<file path="config.mk">
export PLATFORM = sky130hd
export DESIGN_NAME = wsel_cycle_seq
export DESIGN_NICKNAME = d
export VERILOG_FILES = /design/src/rtl/wsel_pkg.sv /design/src/rtl/wsel_onehot_dec.sv /design/src/rtl/wsel_req_latch.sv /design/src/rtl/wsel_timer.sv /design/src/rtl/wsel_cycle_seq.sv
export SDC_FILE = /design/constraint.sdc
export NUM_CORES = 1
export LEC_CHECK = 0
export BUFFER_PORTS_ARGS = -buffer_cell sky130_fd_sc_hd__buf_4
export CAP_MARGIN = 20
export CORE_ASPECT_RATIO = 1.2
export CORE_MARGIN = 2
export CORE_UTILIZATION = 42
export DETAILED_ROUTE_END_ITERATION = 6
export GPL_TIMING_DRIVEN = 0
export PLACE_DENSITY = 0.79
export SYNTH_ARGS = -nofsm -noshare
export SYNTH_HDL_FRONTEND = slang
export SYNTH_HIERARCHICAL = 1
export SYNTH_SLANG_ARGS = --single-unit
</file>
<file path="constraint.sdc">
create_clock -name clk -period 2.1 [get_ports clk]
set_clock_uncertainty 0.2 [all_clocks]
set_input_delay 0.315 -clock clk [delete_from_list [all_inputs] [get_ports clk]]
set_output_delay 0.315 -clock clk [all_outputs]
set_load 0.005 [all_outputs]
</file>
<file path="src/rtl/wsel_pkg.sv">
package wsel_pkg;

   // Timing windows produced by the cycle timer for one clock.
   typedef struct packed {
      logic w_win;
      logic b_win;
      logic a_win;
      logic cur_win;
      logic rel_win;
      logic strb;
      logic valid;
      logic ph1;
      logic ph2;
   } wsel_phase_t;

   // Half-open window test on cycle counts.
   function automatic logic in_win(input int unsigned c,
                                   input int unsigned lo,
                                   input int unsigned hi);
      return (c >= lo) && (c < hi);
   endfunction

endpackage

</file>
<file path="src/rtl/wsel_onehot_dec.sv">
module wsel_onehot_dec #(
   parameter int unsigned IDX_W = 4
) (
   input  logic                 en_i,
   input  logic [IDX_W-1:0]     idx_i,
   output logic [(1<<IDX_W)-1:0] oh_o
);
   localparam int unsigned N_OUT = 1 << IDX_W;

   if (IDX_W < 1 || IDX_W > 8) begin : g_bad_w
      $error("wsel_onehot_dec: IDX_W out of range");
   end

   for (genvar i = 0; i < N_OUT; i++) begin : g_out
      assign oh_o[i] = en_i && (idx_i == IDX_W'(i));
   end
endmodule

</file>
<file path="src/rtl/wsel_req_latch.sv">
module wsel_req_latch #(
   parameter int unsigned W_BITS  = 4,
   parameter int unsigned BH_BITS = 3,
   parameter int unsigned A_BITS  = 4,
   localparam int unsigned ADDR_W = W_BITS + 2*BH_BITS + A_BITS
) (
   input  logic               clk,
   input  logic               rst_n,
   input  logic               load_i,
   input  logic               wr_i,
   input  logic [ADDR_W-1:0]  addr_i,
   output logic               rd_o,
   output logic [W_BITS-1:0]  w_idx_o,
   output logic [BH_BITS-1:0] bb_idx_o,
   output logic [BH_BITS-1:0] be_idx_o,
   output logic [A_BITS-1:0]  a_idx_o
);
   localparam int unsigned BB_LO = W_BITS;
   localparam int unsigned BE_LO = W_BITS + BH_BITS;
   localparam int unsigned A_LO  = W_BITS + 2*BH_BITS;

   always_ff @(posedge clk) begin
      if (!rst_n) begin
         rd_o     <= 1'b1;
         w_idx_o  <= '0;
         bb_idx_o <= '0;
         be_idx_o <= '0;
         a_idx_o  <= '0;
      end else if (load_i) begin
         rd_o     <= !wr_i;
         w_idx_o  <= addr_i[W_BITS-1:0];
         bb_idx_o <= addr_i[BB_LO +: BH_BITS];
         be_idx_o <= addr_i[BE_LO +: BH_BITS];
         a_idx_o  <= addr_i[A_LO +: A_BITS];
      end
   end
endmodule

</file>
<file path="src/rtl/wsel_timer.sv">
module wsel_timer
   import wsel_pkg::*;
#(
   parameter int unsigned CYC_LEN   = 50,
   parameter int unsigned T_W_ON    = 2,
   parameter int unsigned T_B_ON    = 6,
   parameter int unsigned T_A_ON    = 10,
   parameter int unsigned T_CUR_ON  = 12,
   parameter int unsigned T_PH1     = 14,
   parameter int unsigned T_PH2     = 22,
   parameter int unsigned T_PH_END  = 30,
   parameter int unsigned T_REL     = 26,
   parameter int unsigned T_STRB    = 28,
   parameter int unsigned STRB_LEN  = 2,
   parameter int unsigned T_VALID   = 30,
   parameter int unsigned T_CUR_OFF = 40,
   parameter int unsigned T_SEL_OFF = 44,
   localparam int unsigned CNT_W    = $clog2(CYC_LEN)
) (
   input  logic        clk,
   input  logic        rst_n,
   input  logic        start_i,
   input  logic        rd_i,
   output logic        active_o,
   output wsel_phase_t ph_o
);
   localparam logic [CNT_W-1:0] LAST = CNT_W'(CYC_LEN - 1);
   localparam int unsigned T_STRB_END = T_STRB + STRB_LEN;

   logic [CNT_W-1:0] cnt;
   logic             active;
   int unsigned      c;

   always_ff @(posedge clk) begin
      if (!rst_n) begin
         active <= 1'b0;
         cnt    <= '0;
      end else if (!active) begin
         active <= start_i;
         cnt    <= '0;
      end else if (cnt == LAST) begin
         active <= 1'b0;
         cnt    <= '0;
      end else begin
         cnt <= cnt + 1'b1;
      end
   end

   assign active_o = active;
   assign c = 32'(cnt);

   always_comb begin
      ph_o         = '0;
      ph_o.w_win   = active && in_win(c, T_W_ON, T_SEL_OFF);
      ph_o.b_win   = active && in_win(c, T_B_ON, T_SEL_OFF);
      ph_o.a_win   = active && in_win(c, T_A_ON, T_SEL_OFF);
      ph_o.cur_win = active && in_win(c, T_CUR_ON, T_CUR_OFF);
      ph_o.rel_win = active && rd_i && in_win(c, T_REL, T_STRB_END);
      ph_o.strb    = active && rd_i && in_win(c, T_STRB, T_STRB_END);
      ph_o.valid   = active && rd_i && (c == T_VALID);
      ph_o.ph1     = active && !rd_i && in_win(c, T_PH1, T_PH2);
      ph_o.ph2     = active && !rd_i && in_win(c, T_PH2, T_PH_END);
   end
endmodule

</file>
<file path="src/rtl/wsel_cycle_seq.sv">
module wsel_cycle_seq
   import wsel_pkg::*;
#(
   parameter int unsigned W_BITS    = 4,
   parameter int unsigned BH_BITS   = 3,
   parameter int unsigned A_BITS    = 4,
   parameter int unsigned CYC_LEN   = 50,
   parameter int unsigned T_W_ON    = 2,
   parameter int unsigned T_B_ON    = 6,
   parameter int unsigned T_A_ON    = 10,
   parameter int unsigned T_CUR_ON  = 12,
   parameter int unsigned T_PH1     = 14,
   parameter int unsigned T_PH2     = 22,
   parameter int unsigned T_PH_END  = 30,
   parameter int unsigned T_REL     = 26,
   parameter int unsigned T_STRB    = 28,
   parameter int unsigned STRB_LEN  = 2,
   parameter int unsigned T_VALID   = 30,
   parameter int unsigned T_CUR_OFF = 40,
   parameter int unsigned T_SEL_OFF = 44,
   localparam int unsigned ADDR_W   = W_BITS + 2*BH_BITS + A_BITS,
   localparam int unsigned W_N      = 1 << W_BITS,
   localparam int unsigned BH_N     = 1 << BH_BITS,
   localparam int unsigned A_N      = 1 << A_BITS
) (
   input  logic              clk,
   input  logic              rst_n,
   input  logic              req_i,
   input  logic              wr_i,
   input  logic [ADDR_W-1:0] addr_i,
   output logic              ready_o,
   output logic              rd_valid_o,
   output logic [W_N-1:0]    w_sel_o,
   output logic [BH_N-1:0]   b_base_o,
   output logic [BH_N-1:0]   b_emit_o,
   output logic [A_N-1:0]    a_sel_o,
   output logic              sink_en_o,
   output logic              word_gate_o,
   output logic              rest_hold_o,
   output logic              strobe_o,
   output logic              wph1_o,
   output logic              wph2_o
);
   // Elaboration-time checks on the timing plan
   if (!(T_W_ON < T_B_ON && T_B_ON < T_A_ON && T_A_ON < T_CUR_ON)) begin : g_bad_order
      $error("wsel_cycle_seq: select turn-on points must be strictly ordered");
   end
   if (!(T_CUR_ON < T_REL && T_REL < T_STRB && STRB_LEN > 0)) begin : g_bad_sense
      $error("wsel_cycle_seq: restorer release must precede strobe after current on");
   end
   if (!(T_VALID >= T_STRB + STRB_LEN && T_VALID < T_CUR_OFF)) begin : g_bad_valid
      $error("wsel_cycle_seq: data-valid point outside sensing span");
   end
   if (!(T_CUR_ON <= T_PH1 && T_PH1 < T_PH2 && T_PH2 < T_PH_END && T_PH_END <= T_CUR_OFF))
   begin : g_bad_write
      $error("wsel_cycle_seq: write phases must lie inside the current window");
   end
   if (!(T_CUR_OFF <= T_SEL_OFF && T_SEL_OFF < CYC_LEN)) begin : g_bad_tail
      $error("wsel_cycle_seq: teardown must finish before the cycle ends");
   end
   if (W_BITS < 1 || BH_BITS < 1 || A_BITS < 1) begin : g_bad_split
      $error("wsel_cycle_seq: every select group needs at least one bit");
   end

   logic               active;
   logic               load;
   logic               cyc_rd;
   logic [W_BITS-1:0]  w_idx;
   logic [BH_BITS-1:0] bb_idx;
   logic [BH_BITS-1:0] be_idx;
   logic [A_BITS-1:0]  a_idx;
   wsel_phase_t        ph;

   assign load = req_i && !active;

   wsel_req_latch #(
      .W_BITS (W_BITS),
      .BH_BITS(BH_BITS),
      .A_BITS (A_BITS)
   ) u_latch (
      .clk     (clk),
      .rst_n   (rst_n),
      .load_i  (load),
      .wr_i    (wr_i),
      .addr_i  (addr_i),
      .rd_o    (cyc_rd),
      .w_idx_o (w_idx),
      .bb_idx_o(bb_idx),
      .be_idx_o(be_idx),
      .a_idx_o (a_idx)
   );

   wsel_timer #(
      .CYC_LEN  (CYC_LEN),
      .T_W_ON   (T_W_ON),
      .T_B_ON   (T_B_ON),
      .T_A_ON   (T_A_ON),
      .T_CUR_ON (T_CUR_ON),
      .T_PH1    (T_PH1),
      .T_PH2    (T_PH2),
      .T_PH_END (T_PH_END),
      .T_REL    (T_REL),
      .T_STRB   (T_STRB),
      .STRB_LEN (STRB_LEN),
      .T_VALID  (T_VALID),
      .T_CUR_OFF(T_CUR_OFF),
      .T_SEL_OFF(T_SEL_OFF)
   ) u_timer (
      .clk     (clk),
      .rst_n   (rst_n),
      .start_i (load),
      .rd_i    (cyc_rd),
      .active_o(active),
      .ph_o    (ph)
   );

   wsel_onehot_dec #(.IDX_W(W_BITS)) u_w_dec (
      .en_i(ph.w_win), .idx_i(w_idx), .oh_o(w_sel_o)
   );
   wsel_onehot_dec #(.IDX_W(BH_BITS)) u_bb_dec (
      .en_i(ph.b_win), .idx_i(bb_idx), .oh_o(b_base_o)
   );
   wsel_onehot_dec #(.IDX_W(BH_BITS)) u_be_dec (
      .en_i(ph.b_win), .idx_i(be_idx), .oh_o(b_emit_o)
   );
   wsel_onehot_dec #(.IDX_W(A_BITS)) u_a_dec (
      .en_i(ph.a_win), .idx_i(a_idx), .oh_o(a_sel_o)
   );

   assign ready_o     = !active;
   assign word_gate_o = ph.cur_win;
   assign sink_en_o   = !ph.cur_win;
   assign rest_hold_o = !ph.rel_win;
   assign strobe_o    = ph.strb;
   assign rd_valid_o  = ph.valid;
   assign wph1_o      = ph.ph1;
   assign wph2_o      = ph.ph2;
endmodule

</file>
==> results of run 1 <==
-- synthesized netlist by cell type (3+ instances only) --
cell	instances
sky130_fd_sc_hd__nor3_1	7
sky130_fd_sc_hd__inv_1	8
sky130_fd_sc_hd__o21ai_0	4
sky130_fd_sc_hd__ha_1	4
sky130_fd_sc_hd__nor2_1	36
sky130_fd_sc_hd__buf_6	4
sky130_fd_sc_hd__mux2i_1	14
sky130_fd_sc_hd__and4bb_2	6
sky130_fd_sc_hd__nand3b_1	4
sky130_fd_sc_hd__nand3_1	3
sky130_fd_sc_hd__nand2_1	3
sky130_fd_sc_hd__a31oi_1	3
sky130_fd_sc_hd__xnor2_1	3
sky130_fd_sc_hd__and4b_2	6
sky130_fd_sc_hd__nand2b_1	4
sky130_fd_sc_hd__dfxtp_1	22
sky130_fd_sc_hd__nor2b_1	16
-- tightest hold or removal path: cells and delay by family --
kind / cells / cell delay (ns)
buffers and inverters: 1 / 0.07
muxes: 1 / 0.05
and+or+nand+nor: 1 / 0.09
-- kinds of logic (layout without fill, tap and decap cells) --
kind of cell | Yosys count | in the layout | synth area share, %
flip-flops | 22 | 22 | 28.0
AO/OA/AOI/OAI | 14 | 14 | 6.13
AND/OR/NAND/NOR | 104 | 104 | 44.2
XOR/XNOR | 5 | 5 | 2.78
buffers and inverters | 15 | 108 | 6.76
adder cells (fa/ha/maj) | 4 | 4 | 3.18
multiplexers | 14 | 14 | 8.91
-- routing by layer --
layer,wire length (um),global-route usage [%],vias up
li1,-,-,808
met2,2490,36.0,51
met4,80,4.69,0
met3,193,2.56,15
met5,0,0,-
met1,1960,24.6,785
-- stage by stage --
step                      setup WS [ns]  util (%)
final                            -0.239      72.0
after CTS                        -0.259      66.6
after floorplan                  0.0494         -
after detailed placement         -0.442      60.2
after global routing             -0.315      72.0
after global placement           -0.421      60.2
-- flip-flops by register name, indices dropped and copies added (netlist names) --
name / flops
u_latch/a_idx_o: 4
u_latch/rd_o: 1
u_latch/w_idx_o: 4
u_latch/be_idx_o: 3
u_timer/cnt: 6
u_timer/active_o: 1
u_latch/bb_idx_o: 3
-- worst max-delay path by stage --
stage | startpoint | endpoint | slack [ns] | cells past startpoint
after global placement | u_timer/cnt[3] | b_base_o[3] | -0.42 | 6
after global routing | u_timer/cnt[3] | w_sel_o[0] | -0.31 | 6
after CTS | u_timer/cnt[2] | w_sel_o[0] | -0.26 | 7
after floorplan | u_timer/cnt[3] | b_base_o[3] | 0.05 | 5
final | u_timer/cnt[3] | b_emit_o[5] | -0.24 | 7
after detailed placement | u_timer/cnt[3] | b_base_o[3] | -0.44 | 6
-- cells in the final DEF, fill, tap and decap left out, types with 8 or more instances in the layout --
| master | count |
|---|---|
| sky130_fd_sc_hd__nor2_2 | 9 |
| sky130_fd_sc_hd__dfxtp_1 | 15 |
| sky130_fd_sc_hd__nor2_1 | 25 |
| sky130_fd_sc_hd__buf_6 | 8 |
| sky130_fd_sc_hd__buf_4 | 83 |
| sky130_fd_sc_hd__mux2i_1 | 14 |
| sky130_fd_sc_hd__nor2b_1 | 16 |
-- where the power goes --
group	switching [uW]	total [uW]	internal [uW]	leakage [uW]
clock network	145	312	167	0.0000288
registers	46.7	481	435	0.000185
logic	60.3	140	79.5	0.000875
-- cell type report --
cell class              instances  area, sq um  area share (%)
plain buffers                   4         50.0            1.93
clock buffers                   4         55.1            2.12
inverters                       8         30.0            1.16
multi-input cells             141         1200            46.4
flip-flops and latches         22          459            17.7
well taps                      39         48.8            1.88
repair buffers                 92          747            28.8
-- what timing repair did --
action,CTS,global route
setup endpoints to repair,48,52
resized for setup,20,42
buffers inserted,7,11
pin swaps,13,12
hold buffers,0,0
gates cloned,1,0
==> flow_summary.json, run 1 <==
{
  "ys_warn_count": 6,
  "slowest_stage_cell_crit_path": "sky130_fd_sc_hd__dfxtp_4",
  "synthesis.area_per_instance_sq_um": 8.84,
  "report.final.hold_viol_count": 0,
  "cpPeakStageDelay_ns": 0.38,
  "detail_route.wl_per_cell_um": 15.2,
  "clk_latency_ns": 0.26,
  "setup.worst_path.end_class": "primary output",
  "setup.worst_path.start_class": "flip-flop",
  "whs_ns": 0.104,
  "cts_tree": "done",
  "area_growth_syn_to_layout_pct": 65.0,
  "final_nets": 294,
  "place_area_sq_um": 2170,
  "synth_cells": 178,
  "fillers": 278,
  "regToRegStartpoint": "u_timer/cnt[1]",
  "drv_cap": 0,
  "diodes": 0,
  "yosys.cell_types.count": 42,
  "fin_tns_setup_ns": -6.98,
  "final_max_slew_viol_count": 0,
  "critPathTopFamily": "compound AO/OA/AOI/OAI gates",
  "postLayoutSetupSlackWorst_ns": -0.239,
  "ff_to_ff_end": "u_timer/cnt[4]",
  "hold_path_class": "in2reg",
  "worst_hold_path.endpoint": "u_latch/a_idx_o[1]",
  "layout-drive-gt1-share_pct": 59.0,
  "netlist.area_leader.share_pct": 28.0,
  "timing.fmax_mhz": 428,
  "grt_pass1_wl_um": 6720,
  "antenna_left": 0,
  "cp_num_buf_inv": 3,
  "grt_max_degree": 13,
  "synth-seq-cells": 22,
  "detailed_place_hpwl_um": 2970,
  "wl_um": 4730,
  "number_of_global_route_vias_before_repair": 1469,
  "synth_async_sr_flop_share_pct": 0,
  "synthDominantAreaCellType": "sky130_fd_sc_hd__dfxtp_1",
  "run_status": "finished with violations",
  "die_h_um": 71.0,
  "routed_via_density": 5.35,
  "finalPower_uw": 934,
  "r2r.worst_path.cells": 6,
  "finalCriticalPeriod_ns": 2.34,
  "overall_die_width_um": 59.9,
  "first_iter_violations": 60,
  "r2r_setup_slack_ns": 0.47,
  "vias": 1659,
  "highest_net_fanout_along_the_worst_path": 8,
  "antenna_violations_before_repair": 0,
  "cts_made_buffers": 3,
  "setup.worst_path.class": "reg2out",
  "normalized_max_slew_margin_pct": 71.6,
  "start_util_pct": 43.6,
  "peakVddDrop_mv": 0.217,
  "cts.reportedPaths.clkPinSlew_ns": 0.08,
  "grtUsageTotal_pct": 20.0,
  "pin_count": 74,
  "final_area_sq_um": 2590,
  "path_common_cell": "sky130_fd_sc_hd__buf_4",
  "net_count_synth": 200,
  "timing_worst_slew_pin_value_ns": 0.426,
  "post_syn_area_sq_um": 1570,
  "post_layout_nonfiller_instances": 310,
  "route.detailed.drc": 0,
  "hold_depth": 3,
  "finalWeightedCongestion": 0.865,
  "finalCritPeriodShare_pct": 111,
  "floorplan.die_area_sq_um": 4250,
  "critical_path.cell_chain": "a21oi_4 > o21ai_4 > buf_4 > a31oi_4 > clkbuf_16 > and4b_2 > buf_4",
  "finalSetupViolCount": 48,
  "holdCritStartpoint": "addr_i[11]",
  "power.density_cell_area_nw_per_um2": 360,
  "clock_path_buffers": 2,
  "place.detailed.instances": 290,
  "synth_enable_flop_cells": 0,
  "h-tree-depth": 1,
  "clock_tree.root_cell": "sky130_fd_sc_hd__clkbuf_8",
  "p_leak_uw": 0.00109,
  "grt.overflow.total": 0,
  "numPortBuffers": 73,
  "clkSinkCount": 22,
  "setup_repair_after_global_routing_missed_its_margin": "true",
  "critical_path_arrival_ns": 1.82,
  "critPathRequiredTime_ns": 1.58,
  "fp-row-count": 24,
  "detail_route.first_pass.iterations": 4,
  "core_area_sq_um": 3600,
  "netlist_top_cells_area": "sky130_fd_sc_hd__dfxtp_1 (28%), sky130_fd_sc_hd__mux2i_1 (8.9%), sky130_fd_sc_hd__nor2_1 (8.6%)",
  "synth-seq-area-share_pct": 28.0,
  "synth_ff_type": "sky130_fd_sc_hd__dfxtp_1",
  "failed_checks": "negative setup slack"
}
No activity file was read; power rests on OpenSTA's default activity.
==> run 2, diff against run 1 <==
BUFFER_PORTS_ARGS = -buffer_cell sky130_fd_sc_hd__clkbuf_2   (was -buffer_cell sky130_fd_sc_hd__buf_4)
==> run 2 against run 1 <==
  * The flow still finishes with violations (negative setup slack)
  * Global-route usage fell by 1.8 points
  * Setup slack worse by 0.0028 ns
  * Design area shrank 9.5%
  * First-iteration DRC count shrank 52%
  * Die area unchanged
  * Combinational power is 10% lower
  * Total power down 7.7%
  * Critical path depth fell by 1
  * Cell count decreased by 2.9%
  * Non-clock buffer count is 8 lower
  * Worst hold slack gained 0.012 ns
  * Critical path type unchanged
  * Highest routed layer unchanged
==> flow_summary.json, run 2 (synthesis results as in run 1) <==
{
  "run_status": "finished with violations",
  "failed_checks": "negative setup slack",
  "multi_input_area_sq_um": 1220,
  "die_h_um": 71.0,
  "power.share.combinational_pct": 14.6,
  "finalSetupViolCount": 41,
  "number_of_global_route_vias_before_repair": 1284,
  "mostFrequentLayoutCell": "sky130_fd_sc_hd__clkbuf_2",
  "layout-drive-gt1-share_pct": 58.0,
  "floorplan.die_area_sq_um": 4250,
  "overall_die_width_um": 59.9,
  "postLayoutSetupSlackWorst_ns": -0.242,
  "area_growth_syn_to_layout_pct": 49.4,
  "ff_to_ff_end": "u_timer/cnt[4]",
  "whs_ns": 0.116,
  "drv_cap": 0,
  "finalCritPeriodShare_pct": 112,
  "mostFrequentLayoutCells": "sky130_fd_sc_hd__clkbuf_2 (49), sky130_fd_sc_hd__nor2_1 (23), sky130_fd_sc_hd__buf_2 (20), sky130_fd_sc_hd__nor2b_1 (16), sky130_fd_sc_hd__dfxtp_1 (15)",
  "fp-row-count": 24,
  "start_util_pct": 43.6,
  "clock_path_buffers": 2,
  "critPathTopFamily": "simple AND/OR/NAND/NOR gates",
  "routed_via_density": 5.35,
  "hold_depth": 3,
  "first_iter_violations": 29,
  "pin_count": 74,
  "cpPeakStageDelay_ns": 0.45,
  "highest_net_fanout_along_the_worst_path": 6,
  "power_switching_uw": 232,
  "critical_path.cell_chain": "a21oi_4 > o21ai_4 > a31oi_4 > or3b_4 > nor3_2 > buf_2",
  "detail_route.wl_per_cell_um": 14.0,
  "power.density_cell_area_nw_per_um2": 367,
  "antenna_left": 0,
  "hold_path_class": "in2reg",
  "fin_tns_setup_ns": -4.63,
  "r2r_setup_slack_ns": 0.47,
  "biggestRegsByFlops": "u_timer/cnt: 6 flops, u_latch/a_idx_o: 4 flops, u_latch/w_idx_o: 4 flops",
  "clkSinkCount": 22,
  "h-tree-depth": 1,
  "cts_tree": "done",
  "cp_num_buf_inv": 1,
  "wl_um": 4210,
  "slowest_stage_cell_crit_path": "sky130_fd_sc_hd__or3b_4",
  "r2r.worst_path.cells": 6,
  "finalCriticalPeriod_ns": 2.34,
  "timing.fmax_mhz": 427,
  "detailed_place_hpwl_um": 2830,
  "worst_hold_path.endpoint": "u_latch/bb_idx_o[2]",
  "vias": 1611,
  "p_leak_uw": 0.00100,
  "grt.overflow.total": 0,
  "diodes": 0,
  "number_of_flip_flops_under_the_largest_register_name": 6,
  "fillers": 306,
  "clk_latency_ns": 0.25,
  "setup_repair_after_global_routing_missed_its_margin": "true",
  "core_area_sq_um": 3600,
  "numPortBuffers": 73,
  "final_nets": 286,
  "setup.worst_path.end_class": "primary output",
  "normalized_max_slew_margin_pct": 72.5,
  "setup.worst_path.start_class": "flip-flop",
  "grt_pass1_wl_um": 6030,
  "grt_max_degree": 12,
  "intPower_uw": 631,
  "holdCritStartpoint": "addr_i[6]",
  "route.detailed.drc": 0,
  "peakVddDrop_mv": 0.271,
  "power.switching_fraction_pct": 26.9,
  "finalWeightedCongestion": 0.774,
  "timing_worst_slew_pin_value_ns": 0.412,
  "clock_tree.root_cell": "sky130_fd_sc_hd__clkbuf_8",
  "report.final.hold_viol_count": 0,
  "final_max_slew_viol_count": 0,
  "share_clk_of_total_power_pct": 29.4,
  "footprint_of_the_flip_flops_and_latches_sq_um": 457,
  "antenna_violations_before_repair": 0,
  "regToRegStartpoint": "u_timer/cnt[1]",
  "setup.worst_path.class": "reg2out",
  "grtUsageTotal_pct": 18.2,
  "cts_hold_buf": 0,
  "seq_power_share_pct": 56.0,
  "max_flop_register": "u_timer/cnt",
  "cts.reportedPaths.clkPinSlew_ns": 0.08,
  "cts_made_buffers": 3,
  "critical_path_arrival_ns": 1.83,
  "critPathRequiredTime_ns": 1.58,
  "detail_route.first_pass.iterations": 6
}
## run 2: worst max path at each step
stage	start	to	slack, ns	cells past startpoint
after detailed placement	u_timer/cnt[3]	b_emit_o[0]	-0.47	6
after global placement	u_timer/cnt[3]	b_base_o[3]	-0.44	6
after floorplan	u_timer/cnt[3]	b_base_o[3]	0.05	5
after global routing	u_timer/cnt[4]	a_sel_o[0]	-0.33	6
after CTS	u_timer/cnt[2]	w_sel_o[0]	-0.23	7
final	u_timer/cnt[3]	w_sel_o[0]	-0.24	6
## run 2: repair_timing
action                     4_1_cts  5_1_grt
resized for setup               27       57
setup buffers                    7        3
pin swaps                       11       14
cloned                           1        0
setup endpoints to repair       48       52
## run 2: metal layers
layer | vias up | wire [um] | GRT usage, % | share of wire (%)
met1 | 769 | 1770 | 22.8 | 42
met3 | 4 | 181 | 3.47 | 4.3
met4 | 0 | 40 | 5.43 | 0.95
met5 | - | 0 | 0 | 0
met2 | 41 | 2220 | 31.0 | 53
li1 | 797 | - | - | -
## run 2: layout make-up
class                   instances  share of cell area, %
well taps                      39                   2.08
plain buffers                   4                   1.97
clock buffers                   3                   1.76
flip-flops and latches         22                   19.4
inverters                       8                   1.28
repair buffers                 84                   21.7
multi-input cells             141                   51.8
## run 2: metrics by stage
stage	instance area [sq um]	setup slack [ns]	instances	utilization, %	total power [uW]
finish	2350	-0.242	301	65.2	862
global route	2350	-0.328	301	65.2	906
CTS	2230	-0.229	300	62.0	865
detailed placement	1990	-0.470	290	55.1	600
global placement	1990	-0.442	290	55.1	596
floorplan	1570	0.0494	178	-	559
## run 2: worst min-delay path, cell delays in order
cell                       delay [ns]
sky130_fd_sc_hd__clkbuf_2        0.07
sky130_fd_sc_hd__mux2i_1         0.05
sky130_fd_sc_hd__nor2b_1         0.09
## run 2: power groups by stage
stage,Clock (uW),Combinational (uW),Sequential (uW)
floorplan,0,83.4,476
global route,283,134,488
global placement,0,112,483
CTS,263,121,481
finish,254,126,483
detailed placement,0,115,485
